## src/rtl/sar_seq_pkg.sv

```systemverilog
package sar_seq_pkg;

    typedef enum logic {
        PH_IDLE = 1'b0,
        PH_CONV = 1'b1
    } phase_e;

    typedef struct packed {
        logic sel_cur;
        logic sel_prv;
        logic st_cur;
        logic st_prv;
    } pin_hist_t;

endpackage

```

## src/rtl/sar_edge_det.sv

```systemverilog
module sar_edge_det
    import sar_seq_pkg::*;
(
    input  logic clk,
    input  logic rst_n,
    input  logic sel_n,
    input  logic start_n,
    output logic sel_low,
    output logic sel_fall,
    output logic start_fall
);

    pin_hist_t hist_d, hist_q;

    always_comb begin
        hist_d         = hist_q;
        hist_d.sel_cur = sel_n;
        hist_d.sel_prv = hist_q.sel_cur;
        hist_d.st_cur  = start_n;
        hist_d.st_prv  = hist_q.st_cur;
    end

    always_ff @(posedge clk or negedge rst_n) begin
        if (!rst_n) begin
            hist_q <= '{sel_cur: 1'b1, sel_prv: 1'b1, st_cur: 1'b1, st_prv: 1'b1};
        end else begin
            hist_q <= hist_d;
        end
    end

    assign sel_low    = ~hist_q.sel_cur;
    assign sel_fall   = hist_q.sel_prv & ~hist_q.sel_cur;
    assign start_fall = hist_q.st_prv & ~hist_q.st_cur;

endmodule

```

## src/rtl/sar_trim_gate.sv

```systemverilog
module sar_trim_gate #(
    parameter int TRIM_CONVS = 3
) (
    input  logic clk,
    input  logic rst_n,
    input  logic done_evt,
    output logic trim_done
);

    localparam int CW = $clog2(TRIM_CONVS + 1);

    logic [CW-1:0] cnt_d, cnt_q;

    assign trim_done = (cnt_q == CW'(TRIM_CONVS));

    always_comb begin
        cnt_d = cnt_q;
        if (done_evt && !trim_done) begin
            cnt_d = cnt_q + 1'b1;
        end
    end

    always_ff @(posedge clk or negedge rst_n) begin
        if (!rst_n) begin
            cnt_q <= '0;
        end else begin
            cnt_q <= cnt_d;
        end
    end

    // once the trim window is over it stays over until reset
    assert_trim_hold_R9: assert property (@(posedge clk) disable iff (!rst_n)
        trim_done |=> trim_done);

endmodule

```

## src/rtl/sar_trial_engine.sv

```systemverilog
module sar_trial_engine
    import sar_seq_pkg::*;
#(
    parameter int WIDTH = 16
) (
    input  logic             clk,
    input  logic             rst_n,
    input  logic             go,
    input  logic             abort,
    input  logic             cmp_bit,
    input  logic             trim_done,
    output logic             busy,
    output logic [WIDTH-1:0] result,
    output logic             valid,
    output logic             done_evt
);

    localparam int IW = (WIDTH > 1) ? $clog2(WIDTH) : 1;

    typedef struct packed {
        phase_e           phase;
        logic [IW-1:0]    idx;
        logic [WIDTH-1:0] trial;
        logic [WIDTH-1:0] result;
        logic             valid;
    } eng_t;

    eng_t             eng_d, eng_q;
    logic [WIDTH-1:0] kept_w;
    logic [IW-1:0]    idx_nxt_w;

    always_comb begin
        eng_d       = eng_q;
        eng_d.valid = 1'b0;
        done_evt    = 1'b0;
        kept_w      = eng_q.trial;
        idx_nxt_w   = eng_q.idx - 1'b1;
        if (!cmp_bit) begin
            kept_w[eng_q.idx] = 1'b0;
        end
        case (eng_q.phase)
            PH_IDLE: begin
                if (go) begin
                    eng_d.phase            = PH_CONV;
                    eng_d.idx              = IW'(WIDTH - 1);
                    eng_d.trial            = '0;
                    eng_d.trial[WIDTH - 1] = 1'b1;
                end
            end
            default: begin
                if (abort) begin
                    eng_d.phase  = PH_IDLE;
                    eng_d.idx    = '0;
                    eng_d.trial  = '0;
                    eng_d.result = '0;
                end else if (eng_q.idx == '0) begin
                    eng_d.phase  = PH_IDLE;
                    eng_d.trial  = '0;
                    eng_d.result = kept_w;
                    eng_d.valid  = trim_done;
                    done_evt     = 1'b1;
                end else begin
                    eng_d.trial            = kept_w;
                    eng_d.trial[idx_nxt_w] = 1'b1;
                    eng_d.idx              = idx_nxt_w;
                end
            end
        endcase
    end

    always_ff @(posedge clk or negedge rst_n) begin
        if (!rst_n) begin
            eng_q.phase  <= PH_IDLE;
            eng_q.idx    <= '0;
            eng_q.trial  <= '0;
            eng_q.result <= '0;
            eng_q.valid  <= 1'b0;
        end else begin
            eng_q <= eng_d;
        end
    end

    assign busy   = (eng_q.phase == PH_CONV);
    assign result = eng_q.result;
    assign valid  = eng_q.valid;

    // abort clears everything in one cycle
    assert_abort_clears_R7: assert property (@(posedge clk) disable iff (!rst_n)
        (busy && abort) |=> (!busy && result == '0 && !valid));

    // data-valid only coincides with the end of a conversion
    assert_valid_on_fall_R6: assert property (@(posedge clk) disable iff (!rst_n)
        valid |-> $fell(busy));

endmodule

```

## src/rtl/sar_conv_seq.sv

```systemverilog
module sar_conv_seq
    import sar_seq_pkg::*;
#(
    parameter int WIDTH      = 16,
    parameter int TRIM_CONVS = 3
) (
    input  logic             clk,
    input  logic             rst_n,
    input  logic             sel_n,
    input  logic             start_n,
    input  logic             cmp_bit,
    output logic             busy,
    output logic [WIDTH-1:0] result,
    output logic             result_valid
);

    localparam int RW = $clog2(WIDTH + 1);

    logic sel_low_w, sel_fall_w, start_fall_w;
    logic go_w, abort_w, trim_done_w, done_evt_w;

    sar_edge_det u_edge (
        .clk        (clk),
        .rst_n      (rst_n),
        .sel_n      (sel_n),
        .start_n    (start_n),
        .sel_low    (sel_low_w),
        .sel_fall   (sel_fall_w),
        .start_fall (start_fall_w)
    );

    assign go_w    = !busy && start_fall_w && sel_low_w;
    assign abort_w = busy && ((start_fall_w && sel_low_w) || sel_fall_w);

    sar_trim_gate #(.TRIM_CONVS(TRIM_CONVS)) u_trim (
        .clk       (clk),
        .rst_n     (rst_n),
        .done_evt  (done_evt_w),
        .trim_done (trim_done_w)
    );

    sar_trial_engine #(.WIDTH(WIDTH)) u_engine (
        .clk       (clk),
        .rst_n     (rst_n),
        .go        (go_w),
        .abort     (abort_w),
        .cmp_bit   (cmp_bit),
        .trim_done (trim_done_w),
        .busy      (busy),
        .result    (result),
        .valid     (result_valid),
        .done_evt  (done_evt_w)
    );

    // length of the current busy run, for the duration check
    logic [RW-1:0] run_d, run_q;

    always_comb begin
        run_d = busy ? run_q + 1'b1 : '0;
    end

    always_ff @(posedge clk or negedge rst_n) begin
        if (!rst_n) begin
            run_q <= '0;
        end else begin
            run_q <= run_d;
        end
    end

    assert_busy_rise_R2: assert property (@(posedge clk) disable iff (!rst_n)
        $rose(busy) |-> $past(start_fall_w && sel_low_w));

    assert_busy_len_R4: assert property (@(posedge clk) disable iff (!rst_n)
        ($fell(busy) && !$past(abort_w)) |-> (run_q == RW'(WIDTH)));

    assert_idle_hold_R5: assert property (@(posedge clk) disable iff (!rst_n)
        (!busy && !go_w) |=> (!busy && $stable(result)));

endmodule

```

## config.mk

```make
export PLATFORM = sky130hd
export DESIGN_NAME = sar_conv_seq
export DESIGN_NICKNAME = d
export VERILOG_FILES = /design/src/rtl/sar_seq_pkg.sv /design/src/rtl/sar_edge_det.sv /design/src/rtl/sar_trim_gate.sv /design/src/rtl/sar_trial_engine.sv /design/src/rtl/sar_conv_seq.sv
export SDC_FILE = /design/constraint.sdc
export NUM_CORES = 1
export LEC_CHECK = 0
export ABC_CLOCK_PERIOD_IN_PS = 5600
export BUFFER_PORTS_ARGS = -buffer_cell sky130_fd_sc_hd__buf_2
export CORE_MARGIN = 5
export CORE_UTILIZATION = 27
export DETAILED_ROUTE_END_ITERATION = 10
export GPL_ROUTABILITY_DRIVEN = 0
export PLACE_DENSITY = 0.47
export SYNTH_ARGS = -nofsm -noshare
export SYNTH_HDL_FRONTEND = slang
export SYNTH_SLANG_ARGS = --single-unit
```

## constraint.sdc

```tcl
create_clock -name clk -period 5.6 [get_ports clk]
set_clock_uncertainty 0.1 [all_clocks]
set_input_delay 1.12 -clock clk [delete_from_list [all_inputs] [get_ports clk]]
set_output_delay 1.12 -clock clk [all_outputs]
set_load 0.005 [all_outputs]
```

# After elaboration in Yosys (flattened, before gate mapping)
# Cells that the tools add are included.
# totals
word_cells	57
ff_bits	44
out_inout_bits	18
in_bits	5
# op_classes
addsub	2
bitwise	7
n_reduce_logical	15
n_lt_le_gt_ge	4
muxes	17
eq_ne	2
# ops
op	n
2-to-1 mux 21 bit	2
2-to-1 mux 37 bit	1
2-to-1 mux 16 bit	2
2-to-1 mux 17 bit	1
bitwise AND 16 bit	1
NOT 16 bit	1
OR 16 bit	1
less-than comparator 4 x 5 -> 1 bit, second input constant	2
demux 1 bit (select 4 bit)	2
>= comparator 4 x 1 -> 1 bit, second input constant	2
2-to-1 mux 1 bit	8
logical AND 1 bit	7
logical NOT 4 bit	1
2-to-1 mux 4 bit	1
AND reduction 2 bit	2
nonzero test 2 bit	2
subtractor 4 x 1 -> 4 bit, second input constant	1
inequality test 3 bit, second input constant	1
adder 2 x 1 -> 2 bit, second input constant	1
bitwise AND 1 bit	2
== test 2 bit, second input constant	1
logical NOT 1 bit	2
NOT 1 bit	2
logical OR 1 bit	1

# Depth between registers and ports, before layout
# logic_depth
word_depth	11
depth_mapped	8
depth_no_buf	6

# Cells and area by module
# Synthesis repeated with hierarchy kept, for this count alone.
# hier_totals
cells_unflattened	223
area_unflattened_um2	2267.2
# modules_own_cells
mod	n_inst	cells_per_inst	area_per_inst_um2
sar_trial_engine	1	206	2019.4
sar_edge_det	1	7	128.9
sar_trim_gate	1	6	100.1
sar_conv_seq	1	4	18.8

# Least setup slack after synthesis
# No wires, ideal clock.
# synth_path
path_kind	input to register
start	in cmp_bit
end	reg u_engine.eng_q[17] (netlist name)
setup_slack_ns	3.547
t_arrival_ns	1.832
t_required_ns	5.379
setup_time_ns	0.121
path_stages	4
path_cell_list	nand2b_1 > o31ai_2 > o221ai_1 > a22o_1
# synth_via
elab_chain_len	5
# synth_rtl
element	line_no	source
start, declared	sar_conv_seq.sv:11	input logic cmp_bit,
2-to-1 mux 16 bit	sar_trial_engine.sv:38	if (!cmp_bit) begin
OR 16 bit (no source line)	--	
2-to-1 mux 16 bit	sar_trial_engine.sv:56	end else if (eng_q.idx == '0) begin
2-to-1 mux 37 bit	sar_trial_engine.sv:51	if (abort) begin
2-to-1 mux 21 bit	sar_trial_engine.sv:41	case (eng_q.phase)
end signal, assigned	sar_trial_engine.sv:79	eng_q <= eng_d;
end, declared	sar_trial_engine.sv:28	eng_t eng_d, eng_q;
# Every way passes these cells.
# A chain may end at the register's enable or synchronous reset.

# Worst setup path after layout
# layout_path
start	reg u_engine.eng_q[33] (netlist name)
end	reg u_engine.result[12] (netlist name)
# layout_via
elab_chain_len	9
word_cells_on_any_way	13
classes_between	2 x order compare; 5 x mux; 2 x bitwise; 4 x reduce/logical
# layout_rtl
element	line_no	source
less-than comparator 4 x 5 -> 1 bit (implied by the code) or >= comparator 4 x 1 -> 1 bit (tied branches)	sar_trial_engine.sv:39	kept_w[eng_q.idx] = 1'b0;
logical AND 1 bit (implied by the code)	sar_trial_engine.sv:39	
2-to-1 mux 1 bit (implied by the code)	sar_trial_engine.sv:39	
demux 1 bit (select 4 bit)	--	
NOT 16 bit (no source line)	--	
bitwise AND 16 bit (no source line)	--	
2-to-1 mux 16 bit	sar_trial_engine.sv:38	
2-to-1 mux 17 bit	sar_trial_engine.sv:56	
2-to-1 mux 37 bit	sar_trial_engine.sv:51	
# Several ways; a longest one is shown, not always the timed one. The select of a mux whose other input is x is not followed.

==> results.cfg <==
[route]
detailroute.wirelength.met2_um = 2490
drt_iter0_markers = 103
num_vias = 1715
met3_wirelength_um = 194
post_drt_wl_per_cell_um = 16.3
viasPerCell = 5.17
drtPass1Iterations = 4
top_layer = met4
wl_met1_um = 2650
totalWireLength_um = 5410
drcViolationCount = 0
ant_nets = 0

[synthesis]
synth.net_count = 233
synthXorXnorAreaFrac_pct = 0.379
yosysWarnings = 0
synthArstFlopShare_pct = 100
synth_top_family_by_area = compound AO/OA/AOI/OAI gates
yosys.area_share.simple_pct = 13.0
synth_common_cells = dfrtp_1 (40), buf_4 (19), nand2_1 (16)
synthTopCellsByArea = dfrtp_1 (43%), buf_4 (6.2%), a22o_1 (4.9%)
yosysTopAreaCell = dfrtp_1
synth_seq_cells = 44
seq_area_frac_synth_pct = 47.9
syn_avg_cell_area_um2 = 10.4
yosys.cell_types.count = 51
synth_mux_area_share_pct = 0.487
synth-main-ff-cell = dfrtp_1
synth_compound_area_share_pct = 27.1
synthAdderAreaFrac_pct = 2.71
yosys.area.top_type_share_pct = 43.3
synth_most_common_cell = dfrtp_1
synthCells = 223
synth_edf_count = 0
netlist_area_um2 = 2310

[worst_setup_path]
r2r_end = u_engine.result[12]
cp.arrival_ns = 2.68
cp-end-kind = flop
path_max_fanout = 19
r2r_cells = 6
rrSetupSlack_ns = 3.04
required_ns = 5.71
crit_path_start_kind = flop
r2r-start = u_engine.eng_q[33]
worst-setup-path-type = flop to flop

[final_layout]
nNetsFinal = 237
fillCellCount = 882
final_cell_area_um2 = 2460
regArea_um2 = 1110
drive_above_1_share_pct = 18.1
antenna_cells = 0
multiInputGateArea_um2 = 1010
syn_to_final_growth_pct = 6.50

[power_and_ir_drop]
power.density_nw_per_um2 = 499
leakagePower_uw = 0.00107
vdd_drop_max_mv = 0.171

[sta]
rsz0062_at_grt = no
setup_viol = 0
finalHoldViolCount = 0
slew_headroom_pct = 34.9
worst_pin_slew_ns = 0.976
drv_slew = 0
fin_crit_ns = 2.56
fin_crit_sh_pct = 45.8
fin_tns_setup_ns = 0
fmax_mhz = 390

[clocking]
clock_sinks = 44
clockRootBuffer = clkbuf_8
post-cts-setup-buffers = 0
hold_buffers = 0
cts_tree = done
clkTransAtPathRegs_ns = 0.08
post_cts_resized = 0
insertion_delay_ns = 0.30
cts_max_path_buffers = 2
htree_levels = 2
numCtsBuffers = 5

[min_path]
holdCritStartpoint = u_edge.hist_d[0]
hold_end = u_edge.hist_q[0]
hold_class = flop to flop
holdPathStages = 0

[placement]
hpwl_um = 3790
portBuffers = 22
dpl_cell_area_um2 = 2380

[global_route]
track_usage_pct = 11.4
grt_max_degree = 45
grt_first_pass_wirelength_um = 9270
grt_antenna_before_repair = 0
grt_overflow_total = 0
grt_pass1_vias = 1744

[floorplan]
start_util_pct = 28.0
coreArea_um2 = 8260
die_area_um2 = 10500
dieWidth_um = 103
die_h_um = 103
rows = 33
io_pins = 23

[job]
cap_violations = 0

[outcome]
status = complete, no violations
==> power breakdown <==
group,switching (µW),internal (µW),total (µW)
registers,113,402,514
clock network,107,85.0,192
logic,313,208,521
total,533,694,1230
==> area by class of cell <==
class                      count  share of cell area [%]
timing repair buffer          23                    4.78
clock inverter                 1                   0.203
tap                          105                    5.34
inverter                       5                   0.763
clock buffer                   6                    2.95
multi-input combinational    148                    41.0
sequential                    44                    44.9
==> layer usage <==
layer  vias up  track usage [%]
met5         -                0
met4         0             3.94
met3         9             2.57
met2        35             17.3
met1       847             15.9
li1        824                -
==> cell usage in the layout (no fill, tap or decap), types with 3 or more instances in the layout <==
cell type  count
o21a_1         4
nand3_1        3
inv_1          3
dfstp_2        4
a22o_1        13
dfrtp_1       40
a21boi_0       3
nand2_1       16
nor2b_1        3
o21ai_0        7
clkbuf_8       5
o31ai_1        3
a21oi_1        8
ha_1           5
o21ai_1       14
nand2b_1       8
nor3_1         3
buf_2         22
o221ai_1       5
o2bb2ai_1     11
nor2_1         9
==> how the worst max path moves through the flow <==
stage                       start                  end  slack, ns  cells past startpoint
2_1_floorplan             cmp_bit   u_engine.eng_q[17]       3.55                      4
3_3_place_gp   u_engine.eng_q[33]   u_engine.result[1]       3.17                      6
3_5_place_dp   u_engine.eng_q[33]   u_engine.result[7]       3.06                      6
4_1_cts        u_engine.eng_q[33]   u_engine.result[7]       3.04                      6
5_1_grt        u_engine.eng_q[33]  u_engine.result[12]       2.79                      6
6_report       u_engine.eng_q[33]  u_engine.result[12]       3.04                      6
==> cell families after synthesis <==
family / after synthesis
flip-flops: 44
AO/OA/AOI/OAI: 85
multiplexers: 1
XOR/XNOR: 1
AND/OR/NAND/NOR: 56
buffers and inverters: 31
adder cells (fa/ha/maj): 5
==> per-stage QoR <==
stage                     power [µW]  utilization, %  hold WS [ns]  worst slack, ns  instances
after floorplan                  908               -         0.261             3.55        223
after global placement          1050            28.9         0.266             3.17        325
after detailed placement        1040            28.9         0.266             3.06        325
after CTS                       1240            29.8         0.279             3.04        332
after global routing            1340            29.8         0.284             2.79        332
final                           1230            29.8         0.276             3.04        332
==> worst max-delay path: stages, from the launching register on <==
cell,delay [ns]
dfrtp_1,0.49
inv_1,0.13
ha_1,0.55
nand2b_1,0.27
nor2_2,0.27
nand3_1,0.39
o2bb2ai_1,0.28
==> sequential cells by signal, summed over array words and instances, names as in the netlist <==
name             flops
u_engine.valid       1
u_edge.hist_q        2
u_edge.hist_d        2
u_engine.result     16
u_engine.eng_q      20
u_trim.cnt_q         2
u_engine.busy        1
Power figures use the tool's default switching activity.
